<file path="config.mk">
export PLATFORM = sky130hd
export DESIGN_NAME = rtc_irq_status
export DESIGN_NICKNAME = d
export VERILOG_FILES = /design/src/rtl/rtc_irq_pkg.sv /design/src/rtl/rtc_tap_edge.sv /design/src/rtl/rtc_irq_flagbank.sv /design/src/rtl/rtc_irq_status.sv
export SDC_FILE = /design/constraint.sdc
export NUM_CORES = 1
export LEC_CHECK = 0
export ABC_AREA = 1
export BUFFER_PORTS_ARGS = -buffer_cell sky130_fd_sc_hd__buf_4
export CAP_MARGIN = 20
export CORE_AREA = 2 2 39 41
export CTS_BUF_LIST = sky130_fd_sc_hd__clkbuf_8
export DETAILED_ROUTE_END_ITERATION = 10
export DIE_AREA = 0 0 41 43
export GPL_TIMING_DRIVEN = 0
export PLACE_DENSITY_LB_ADDON = 0.3
export SYNTH_ARGS = -nofsm -noshare
export SYNTH_HDL_FRONTEND = slang
export SYNTH_SLANG_ARGS = --single-unit
</file>
<file path="constraint.sdc">
create_clock -name clk -period 1.36 [get_ports clk]
set_clock_uncertainty 0.05 [all_clocks]
set_input_delay 0.068 -clock clk [delete_from_list [all_inputs] [get_ports clk]]
set_output_delay 0.068 -clock clk [all_outputs]
set_load 0.1 [all_outputs]
</file>
<file path="src/rtl/rtc_irq_pkg.sv">
package rtc_irq_pkg;

   // flag slots inside the flag bank
   localparam int FLG_UPD   = 0;
   localparam int FLG_ALM   = 1;
   localparam int FLG_PER   = 2;
   localparam int NUM_FLAGS = 3;

   // bit positions in the status read value (decoded by software)
   localparam int POS_IRQ   = 7;
   localparam int POS_PER   = 6;
   localparam int POS_ALM   = 5;
   localparam int POS_UPD   = 4;
   localparam int STAT_W    = 8;

   typedef enum logic [1:0] {
      EDGE_RISE = 2'd0,
      EDGE_FALL = 2'd1,
      EDGE_BOTH = 2'd2
   } edge_mode_e;

   typedef struct packed {
      logic per;
      logic alm;
      logic upd;
   } flag_vec_t;

endpackage

</file>
<file path="src/rtl/rtc_tap_edge.sv">
module rtc_tap_edge
   import rtc_irq_pkg::*;
#(
   parameter int         SYNC_STAGES = 2,
   parameter edge_mode_e MODE        = EDGE_RISE
) (
   input  logic clk,
   input  logic rst_n,
   input  logic tap_i,
   output logic pulse_o
);

   localparam int LAST = SYNC_STAGES - 1;

   if (SYNC_STAGES < 1) begin : g_bad_sync
      $error("rtc_tap_edge: SYNC_STAGES must be at least 1");
   end

   logic [SYNC_STAGES-1:0] sync_q;
   logic                   tap_s;
   logic                   prev_q;

   always_ff @(posedge clk or negedge rst_n) begin
      if (!rst_n) begin
         sync_q <= '0;
      end else begin
         sync_q[0] <= tap_i;
         for (int i = 1; i < SYNC_STAGES; i++) begin
            sync_q[i] <= sync_q[i-1];
         end
      end
   end

   assign tap_s = sync_q[LAST];

   always_ff @(posedge clk or negedge rst_n) begin
      if (!rst_n) prev_q <= 1'b0;
      else        prev_q <= tap_s;
   end

   if (MODE == EDGE_RISE) begin : g_rise
      assign pulse_o = tap_s & ~prev_q;
      AST_EDGE_SINGLE: assert property (@(posedge clk) disable iff (!rst_n)
         pulse_o |=> !pulse_o);
   end else if (MODE == EDGE_FALL) begin : g_fall
      assign pulse_o = ~tap_s & prev_q;
      AST_EDGE_SINGLE: assert property (@(posedge clk) disable iff (!rst_n)
         pulse_o |=> !pulse_o);
   end else begin : g_both
      assign pulse_o = tap_s ^ prev_q;
   end

endmodule

</file>
<file path="src/rtl/rtc_irq_flagbank.sv">
module rtc_irq_flagbank #(
   parameter int N = 3
) (
   input  logic         clk,
   input  logic         rst_n,
   input  logic [N-1:0] set_i,
   input  logic [N-1:0] hold_i,
   input  logic         rd_i,
   output logic [N-1:0] q_o
);

   if (N < 1) begin : g_bad_n
      $error("rtc_irq_flagbank: N must be at least 1");
   end

   for (genvar k = 0; k < N; k++) begin : g_flag
      logic q;

      // priority: forced clear, then new event, then read clear
      always_ff @(posedge clk or negedge rst_n) begin
         if (!rst_n)         q <= 1'b0;
         else if (hold_i[k]) q <= 1'b0;
         else if (set_i[k])  q <= 1'b1;
         else if (rd_i)      q <= 1'b0;
      end

      assign q_o[k] = q;

      AST_HOLD_CLEARS: assert property (@(posedge clk) disable iff (!rst_n)
         hold_i[k] |=> !q_o[k]);
      AST_SET_SURVIVES_READ: assert property (@(posedge clk) disable iff (!rst_n)
         (set_i[k] && !hold_i[k]) |=> q_o[k]);
      AST_READ_CLEARS: assert property (@(posedge clk) disable iff (!rst_n)
         (rd_i && !set_i[k]) |=> !q_o[k]);
   end

endmodule

</file>
<file path="src/rtl/rtc_irq_status.sv">
module rtc_irq_status
   import rtc_irq_pkg::*;
#(
   parameter int         SYNC_STAGES = 2,
   parameter edge_mode_e TAP_EDGE    = EDGE_RISE
) (
   input  logic              clk,
   input  logic              rst_n,
   input  logic              sw_reset,
   input  logic              rtc_disable,
   input  logic              upd_done,
   input  logic              alarm_hit,
   input  logic              div_tap,
   input  logic              upd_ie,
   input  logic              alm_ie,
   input  logic              per_ie,
   input  logic              stat_rd,
   input  logic              supply_ok,
   output logic [STAT_W-1:0] stat_rdata,
   output logic              irq
);

   if (POS_IRQ >= STAT_W || POS_UPD < 4) begin : g_bad_layout
      $error("rtc_irq_status: status bit layout does not fit");
   end

   logic                 tap_pulse;
   logic                 rtc_off;
   logic                 upd_ie_eff;
   logic [NUM_FLAGS-1:0] set_vec;
   logic [NUM_FLAGS-1:0] hold_vec;
   logic [NUM_FLAGS-1:0] flag_q;
   flag_vec_t            flags;

   rtc_tap_edge #(
      .SYNC_STAGES (SYNC_STAGES),
      .MODE        (TAP_EDGE)
   ) u_tap_edge (
      .clk     (clk),
      .rst_n   (rst_n),
      .tap_i   (div_tap),
      .pulse_o (tap_pulse)
   );

   assign rtc_off = sw_reset | rtc_disable;

   always_comb begin
      set_vec           = '0;
      hold_vec          = '0;
      set_vec[FLG_UPD]  = upd_done;
      set_vec[FLG_ALM]  = alarm_hit;
      set_vec[FLG_PER]  = tap_pulse;
      hold_vec[FLG_UPD] = rtc_off;
      hold_vec[FLG_ALM] = ~supply_ok;
      hold_vec[FLG_PER] = rtc_off;
   end

   rtc_irq_flagbank #(
      .N (NUM_FLAGS)
   ) u_flags (
      .clk    (clk),
      .rst_n  (rst_n),
      .set_i  (set_vec),
      .hold_i (hold_vec),
      .rd_i   (stat_rd),
      .q_o    (flag_q)
   );

   assign flags.upd = flag_q[FLG_UPD];
   assign flags.alm = flag_q[FLG_ALM];
   assign flags.per = flag_q[FLG_PER];

   assign upd_ie_eff = upd_ie & ~rtc_off;

   assign irq = (upd_ie_eff & flags.upd)
              | (alm_ie     & flags.alm)
              | (per_ie     & flags.per);

   always_comb begin
      stat_rdata          = '0;
      stat_rdata[POS_IRQ] = irq;
      stat_rdata[POS_PER] = flags.per;
      stat_rdata[POS_ALM] = flags.alm;
      stat_rdata[POS_UPD] = flags.upd;
   end

   AST_IRQ_HAS_SOURCE: assert property (@(posedge clk) disable iff (!rst_n)
      irq |-> (stat_rdata[POS_PER] | stat_rdata[POS_ALM] | stat_rdata[POS_UPD]));
   AST_ALARM_INVALID: assert property (@(posedge clk) disable iff (!rst_n)
      !supply_ok |=> !stat_rdata[POS_ALM]);
   AST_OFF_CLEARS: assert property (@(posedge clk) disable iff (!rst_n)
      (sw_reset || rtc_disable) |=> !(stat_rdata[POS_UPD] || stat_rdata[POS_PER]));
   AST_OFF_MASKS_UPD: assert property (@(posedge clk) disable iff (!rst_n)
      ((sw_reset || rtc_disable) && !(alm_ie && stat_rdata[POS_ALM])
        && !(per_ie && stat_rdata[POS_PER])) |-> !irq);
   AST_LOW_BITS_ZERO: assert property (@(posedge clk) disable iff (!rst_n)
      stat_rd |-> (stat_rdata[3:0] == 4'h0));

endmodule

</file>
==> flow_summary.ini, run 1 <==
[die]
rows = 14
fp.dieH_um = 43
start_util_pct = 21.3
die_w_um = 41
io_pins = 21
fp.dieArea_um2 = 1760
core_area_um2 = 1380

[final_layout]
fin_area_um2 = 519
antenna_cells = 0
fin_nets = 72
drive_gt1_share_pct = 50.0
final_core_utilization_pct = 37.5
area_growth_syn_to_layout_pct = 75.8

[grt]
globalRouteMet2Util_pct = 11.6
track_usage_pct = 7.89
use_met3_pct = 4.71
grtUsageMet1_pct = 7.59
grt_pass1_wl_um = 869
antenna_found_initial = 0
grt_pass1_vias = 240
grt_overflow = 0
grt_max_degree = 7
grt-busiest-layer = met2

[sta]
final.period_utilization_pct = 93.2
setup_tns_ns = 0
setup_viol = 0
max_freq_mhz = 789
finalHoldViolCount = 0
min_period_ns = 1.27
rsz0062_at_grt = no
timing.final.max_slew_violations = 0

[setup_path]
end_kind = output pin
cp_max_fo = 3
worstSetupStartpointType = flip-flop
arrival_ns = 1.15
cp.required_ns = 1.24
criticalPathCategory = reg2out

[detailed_routing]
wl_per_cell_um = 7.08
viasPerCell = 3.50
route.detailed.drc = 0
drt_first_pass_iters = 1
via_count = 259
ant_nets = 0
wl_um = 524
detail_route.iter0.violations = 0

[synthesis]
synth_area_leaders = dfrtp_1 (51%), buf_4 (20%), nand2_1 (10%), inv_1 (7.6%), a21oi_1 (3.4%)
synth_area_leader_cell = dfrtp_1
ys_warn_count = 0
synth_edf_count = 0
yosysTopAreaCellShare_pct = 50.8
async_flop_share_pct = 100
synth_area_um2 = 295
yosysSeqAreaShare_pct = 50.8
syn_area_per_cell_um2 = 8.68
synth_common_cells = buf_4 (8), nand2_1 (8), dfrtp_1 (6), inv_1 (6), a21oi_1 (2)
ys_ff_latch = 6
synth_flop_cell = dfrtp_1
ys_types = 9
synth_cells = 34

[cts]
path_clk_slew_ns = 0.03
htreeDepth = 1
cts_tree = built
cts_setup_buffers = 0
clock_latency_ns = 0.22
cts.sinks = 6
cts.path.max_buffers = 2
clockRootBuffer = clkbuf_8
cts_buffers = 3

[pwr]
total_power_w = 0.000641
ir_worst_vdd_uv = 470
p_leak_nw = 0.294
power.density_nw_per_um2 = 1230

[job]
max_cap_viol_count = 0

[placement]
io_buffers = 16
gp_congestion = 0.694
hpwl_um = 443
postPlaceCellArea_um2 = 454

[run_status]
outcome = complete, no violations

[min_path]
min_path_type = in2reg
-- cells in the final DEF (no fill, tap or decap) --
cell type / instances
buf_4: 23
nand2_1: 7
inv_1: 6
dfrtp_1: 6
conb_1: 4
clkbuf_8: 3
a21oi_1: 2
dlygate4sd3_1: 2
nor2_2: 1
nand3_1: 1
nand2_4: 1
a21boi_1: 1
buf_6: 1
-- metrics by stage --
stage / std cells / setup WS [ns] / hold WS, ns
CTS: 74 / 0.0327 / 0.0365
global route: 74 / 0.0243 / 0.0577
detailed placement: 69 / 0.274 / -0.172
finish: 74 / 0.0927 / 0.0432
floorplan: 37 / 0.152 / -0.278
global placement: 69 / 0.276 / -0.172
-- registers in the layout, indices dropped and copies added, names as in the netlist --
| register | flops |
|---|---|
| u_tap_edge.prev_q | 1 |
| u_flags.g_flag.q | 3 |
| u_tap_edge.sync_q | 2 |
-- layout make-up --
type	instances	area (um^2)
repair buffers	18	144
multi-input cells	17	81.3
well taps	16	20.0
fillers	150	865
plain buffers	8	60.1
flip-flops and latches	6	150
inverters	6	22.5
clock buffers	3	41.3
-- timing repair --
action | in CTS | in global routing
endpoints found under the setup margin | 0 | 1
hold buffers | 2 | 0
endpoints found under the hold margin | 7 | 0
gates resized for setup | 0 | 1
-- cell families after synthesis --
family                 synth area share [%]
AND/OR/NAND/NOR                        14.0
flip-flops                             50.8
other                                  1.27
AO/OA/AOI/OAI                          5.93
buffers and inverters                  28.0
-- per-layer routing --
layer | part of all wire [%] | routed length, um | vias to the layer above
li1 | - | - | 135
met1 | 35 | 185 | 112
met2 | 53 | 277 | 12
met3 | 12 | 62 | 0
met4 | 0 | 0 | 0
met5 | 0 | 0 | -
-- power by group --
| part | total, W | internal, W | switching (W) |
|---|---|---|---|
| clock network | 0.000260 | 0.000190 | 0.0000700 |
| registers | 0.000193 | 0.000188 | 0.00000459 |
| logic | 0.000188 | 0.0000568 | 0.000131 |
| total | 0.000641 | 0.000435 | 0.000206 |
-- worst max-delay path, stage by stage, from the launching register on --
cell and delay (ns):
dfrtp_1 0.39, nand2_1 0.06, nand2_1 0.05, inv_1 0.08, nand2_4 0.05, buf_4 0.13, buf_6 0.17
-- final timing paths --
kind	endpoint	cells past startpoint	startpoint	slack, ns
max	stat_rdata[7]	6	u_flags.g_flag[1].q	0.09
min	u_flags.g_flag[1].q	3	alarm_hit	0.04
max reg2reg	u_flags.g_flag[0].q	2	u_flags.g_flag[0].q	0.67
min reg2reg	u_tap_edge.sync_q[1]	0	u_tap_edge.sync_q[0]	0.30
max in group asynchronous	u_flags.g_flag[1].q	2	rst_n	1.00
min in group asynchronous	u_flags.g_flag[0].q	2	rst_n	0.14
Note: power is estimated with default switching activity, not from simulation.
==> run 2: changes to the inputs <==
==> constraint.sdc (replaced) <==
create_clock -name clk -period 1.5 [get_ports clk]
set_clock_uncertainty 0.05 [all_clocks]
set_input_delay 0.075 -clock clk [delete_from_list [all_inputs] [get_ports clk]]
set_output_delay 0.075 -clock clk [all_outputs]
set_load 0.1 [all_outputs]
==> flow_summary.ini, run 2 (synthesis results as in run 1) <==
[sta]
fin_ws_ns = 0.205
whs_ns = 0.0508
setup_tns_ns = 0
min_period_ns = 1.30
setup_viol = 0
rsz0062_at_grt = no
timing.final.max_slew_violations = 0
max_freq_mhz = 772
finalHoldViolCount = 0
final.period_utilization_pct = 86.4

[die]
io_pins = 21
fp.dieArea_um2 = 1760
core_area_um2 = 1380
fp.dieH_um = 43
die_w_um = 41
rows = 14
start_util_pct = 21.3

[setup_path]
startpoint = u_flags.g_flag[1].q
criticalPathCategory = reg2out
r2r-end = u_flags.g_flag[1].q
worstReg2RegStart = u_flags.g_flag[1].q
end_kind = output pin
cp_max_fo = 3
arrival_ns = 1.17
rrSetupSlack_ns = 0.82
reg2reg_depth = 2
cp.required_ns = 1.37
cp-endpoint = stat_rdata[7]
worstSetupStartpointType = flip-flop

[detailed_routing]
viasPerCell = 3.45
drt_first_pass_iters = 3
detail_route.iter0.violations = 1
wl_per_cell_um = 6.66
ant_nets = 0
route.detailed.drc = 0
wl_um = 493
via_count = 255

[final_layout]
final_cells = 74
area_growth_syn_to_layout_pct = 72.9
n_fill_cell = 147
antenna_cells = 0
fin_area_um2 = 510
drive_gt1_share_pct = 50.0
regMostFlops = u_flags.g_flag.q
final_cell_mix = buf_4 (24), nand2_1 (7), inv_1 (6), dfrtp_1 (6), conb_1 (4)
fin_nets = 72
top_regs = u_flags.g_flag.q: 3 flops, u_tap_edge.sync_q: 2 flops, u_tap_edge.prev_q: 1 flops
largest_register_ffs = 3
final_common_cell = buf_4

[cts]
cts.sinks = 6
htreeDepth = 1
cts_setup_buffers = 0
cts_tree = built
cts.path.max_buffers = 2
clockRootBuffer = clkbuf_8
path_clk_slew_ns = 0.04
clock_latency_ns = 0.21
cts_buffers = 3

[placement]
gp_congestion = 0.663
postPlaceCellArea_um2 = 449
dp_cells = 69
hpwl_um = 421
io_buffers = 16
pre_cts_ws_ns = 0.425

[min_path]
hold_depth = 3
min_path_type = in2reg

[grt]
track_usage_pct = 7.31
grt_pass1_vias = 224
grt_overflow = 0
grt_max_degree = 7
grt_pass1_wl_um = 834
antenna_found_initial = 0

[run_status]
outcome = complete, no violations

[pwr]
power.density_nw_per_um2 = 1130
p_leak_nw = 0.292
ir_worst_vdd_uv = 660

[job]
max_cap_viol_count = 0
-- run 2: final cells by class --
cell class | instances | area [um^2] | share of cell area, %
Inverter | 6 | 22.5 | 4.41
Tap cell | 16 | 20.0 | 3.92
Multi-Input combinational cell | 17 | 76.3 | 15.0
Clock buffer | 3 | 41.3 | 8.09
Timing Repair Buffer | 18 | 140 | 27.5
Buffer | 8 | 60.1 | 11.8
Sequential cell | 6 | 150 | 29.4
-- run 2: worst min-delay path by stage --
stage,startpoint,end,slack [ns]
after floorplan,rst_n,u_flags.g_flag[0].q,-0.27
after global placement,rst_n,u_tap_edge.sync_q[0],-0.17
after detailed placement,rst_n,u_tap_edge.sync_q[0],-0.16
after CTS,alarm_hit,u_flags.g_flag[1].q,0.05
after global routing,supply_ok,u_flags.g_flag[1].q,0.06
final,upd_done,u_flags.g_flag[0].q,0.05
-- run 2: through the flow --
stage | utilization (%) | power, W
5_1_grt | 36.9 | 0.000610
3_3_place_gp | 32.5 | 0.000340
2_1_floorplan | - | 0.000302
6_report | 36.9 | 0.000575
4_1_cts | 36.9 | 0.000587
3_5_place_dp | 32.5 | 0.000341
-- run 2: where the power goes --
part           total (W)  internal (W)  switching, W
registers       0.000175      0.000171    0.00000398
clock network   0.000233      0.000172     0.0000613
logic           0.000168     0.0000495      0.000118
-- run 2: metal layers --
layer | GRT usage (%) | routed length, um | vias to the layer above
met2 | 10.0 | 246 | 9
met5 | 0 | 0 | -
met3 | 3.14 | 48 | 0
li1 | - | - | 137
met4 | 6.00 | 0 | 0
met1 | 8.33 | 198 | 109
-- run 2: worst max-delay path, cell delays in order, from the launching register on --
cell and delay, ns:
dfrtp_1 0.36, nand2_1 0.06, nand2_1 0.06, inv_1 0.04, nand2_2 0.06, buf_4 0.09
buf_4 0.27
-- run 2: timing repair --
item                                   4_1_cts  5_1_grt
hold buffers                                 2        0
gates resized for setup                      0        0
endpoints found under the hold margin        7        0
==> run 3: changes to the inputs <==
--- a/config.mk
+++ b/config.mk
@@ -8,6 +8,8 @@
 export ABC_AREA = 1
 export BUFFER_PORTS_ARGS = -buffer_cell sky130_fd_sc_hd__buf_4
 export CAP_MARGIN = 20
+export CELL_PAD_IN_SITES_DETAIL_PLACEMENT = 0
+export CELL_PAD_IN_SITES_GLOBAL_PLACEMENT = 1
 export CORE_AREA = 2 2 39 41
 export CTS_BUF_LIST = sky130_fd_sc_hd__clkbuf_8
 export DETAILED_ROUTE_END_ITERATION = 10
==> flow_summary.ini, run 3 (synthesis results as in run 1) <==
[grt]
grt_overflow = 0
antenna_found_initial = 0
grt_max_degree = 7
track_usage_pct = 6.57
grt_pass1_vias = 211
grt_pass1_wl_um = 710

[setup_path]
worstReg2RegStart = u_flags.g_flag[0].q
rrSetupSlack_ns = 0.82
criticalPathCategory = reg2out
reg2reg_depth = 2
cp_max_fo = 3
arrival_ns = 1.17
r2r-end = u_flags.g_flag[0].q
worstSetupStartpointType = flip-flop
cp.required_ns = 1.37
end_kind = output pin

[final_layout]
final_common_cell = buf_4
antenna_cells = 0
final_cell_mix = buf_4 (24), nand2_1 (7), inv_1 (6), dfrtp_1 (6), conb_1 (4)
final_cells = 74
drive_gt1_share_pct = 50.0
regMostFlops = u_flags.g_flag.q
fin_nets = 72
largest_register_ffs = 3
final_core_utilization_pct = 36.9
top_regs = u_flags.g_flag.q: 3 flops, u_tap_edge.sync_q: 2 flops, u_tap_edge.prev_q: 1 flops
area_growth_syn_to_layout_pct = 72.9
n_fill_cell = 157

[cts]
htreeDepth = 1
path_clk_slew_ns = 0.03
clockRootBuffer = clkbuf_8
ctsResizeCount = 0
cts_tree = built
cts.path.max_buffers = 2
cts.sinks = 6
postCtsHoldBufs = 2
cts_setup_buffers = 0
cts_buffers = 3
clock_latency_ns = 0.22

[pwr]
p_leak_nw = 0.292
power.density_nw_per_um2 = 1130
ir_worst_vdd_uv = 378

[detailed_routing]
detail_route.iter0.violations = 0
route.detailed.drc = 0
via_count = 252
wl_per_cell_um = 7.18
drt_first_pass_iters = 1
viasPerCell = 3.41
ant_nets = 0
wl_um = 531

[job]
max_cap_viol_count = 0

[min_path]
min_path_type = in2reg
min_from = alarm_hit
holdPathEnd = u_flags.g_flag[1].q
hold_depth = 3

[sta]
setup_tns_ns = 0
rsz0062_at_grt = no
max_freq_mhz = 775
min_period_ns = 1.29
final.period_utilization_pct = 86.1
timing.final.max_slew_violations = 0
finalHoldViolCount = 0
setup_viol = 0

[die]
die_w_um = 41
fp.dieH_um = 43
io_pins = 21
rows = 14
fp.dieArea_um2 = 1760
start_util_pct = 21.3
core_area_um2 = 1380

[placement]
io_buffers = 16
gp_congestion = 0.627
dp_cells = 69

[run_status]
outcome = complete, no violations
==> run 3: cell counts in the layout (fill, tap and decap cells not counted) <==
No cell type changed its count.
==> run 3: cell type report <==
type                       instances  area [um^2]  share of cell area, %
sequential                         6          150                   29.4
timing repair buffer              18          140                   27.5
multi-input combinational         17         76.3                   15.0
buffer                             8         60.1                   11.8
clock buffer                       3         41.3                   8.09
inverter                           6         22.5                   4.41
tap                               16         20.0                   3.92
==> run 3: worst max-delay path, stage by stage, from the launching register on <==
cell	delay (ns)
dfrtp_1	0.39
nand2_1	0.06
nand2_1	0.05
inv_1	0.06
nand2_2	0.05
buf_4	0.12
buf_4	0.22
==> run 3: worst max-delay path by stage <==
stage / start / to / depth (start not counted) / slack, ns
after floorplan: u_flags.g_flag[1].q / stat_rdata[7] / 5 / 0.12
after global placement: u_flags.g_flag[1].q / stat_rdata[7] / 6 / 0.43
after detailed placement: u_flags.g_flag[1].q / stat_rdata[7] / 6 / 0.43
after CTS: u_flags.g_flag[1].q / stat_rdata[7] / 6 / 0.19
after global routing: u_flags.g_flag[1].q / stat_rdata[7] / 6 / 0.13
final: u_flags.g_flag[1].q / stat_rdata[7] / 6 / 0.21
==> run 3: metal layers <==
metal	part of all wire, %	vias to the layer above	track usage, %
met5	0	-	0
met4	0	0	6.00
met3	15	0	3.14
met2	44	14	9.69
met1	41	103	6.23
li1	-	135	-
==> run 3: report_power, final <==
group / internal, W / leakage [nW] / total (W) / switching, W
Combinational: 0.0000495 / 0.196 / 0.000168 / 0.000118
Clock: 0.000172 / 0.0216 / 0.000235 / 0.0000634
Sequential: 0.000171 / 0.0748 / 0.000175 / 0.00000403
==> run 3: per-stage QoR <==
stage / hold WS, ns / total power (W) / worst slack, ns / area [um^2]
2_1_floorplan: -0.271 / 0.000302 / 0.124 / 309
3_3_place_gp: -0.165 / 0.000340 / 0.431 / 449
3_5_place_dp: -0.163 / 0.000341 / 0.429 / 449
4_1_cts: 0.0427 / 0.000589 / 0.192 / 510
5_1_grt: 0.0582 / 0.000608 / 0.129 / 510
6_report: 0.0469 / 0.000577 / 0.209 / 510
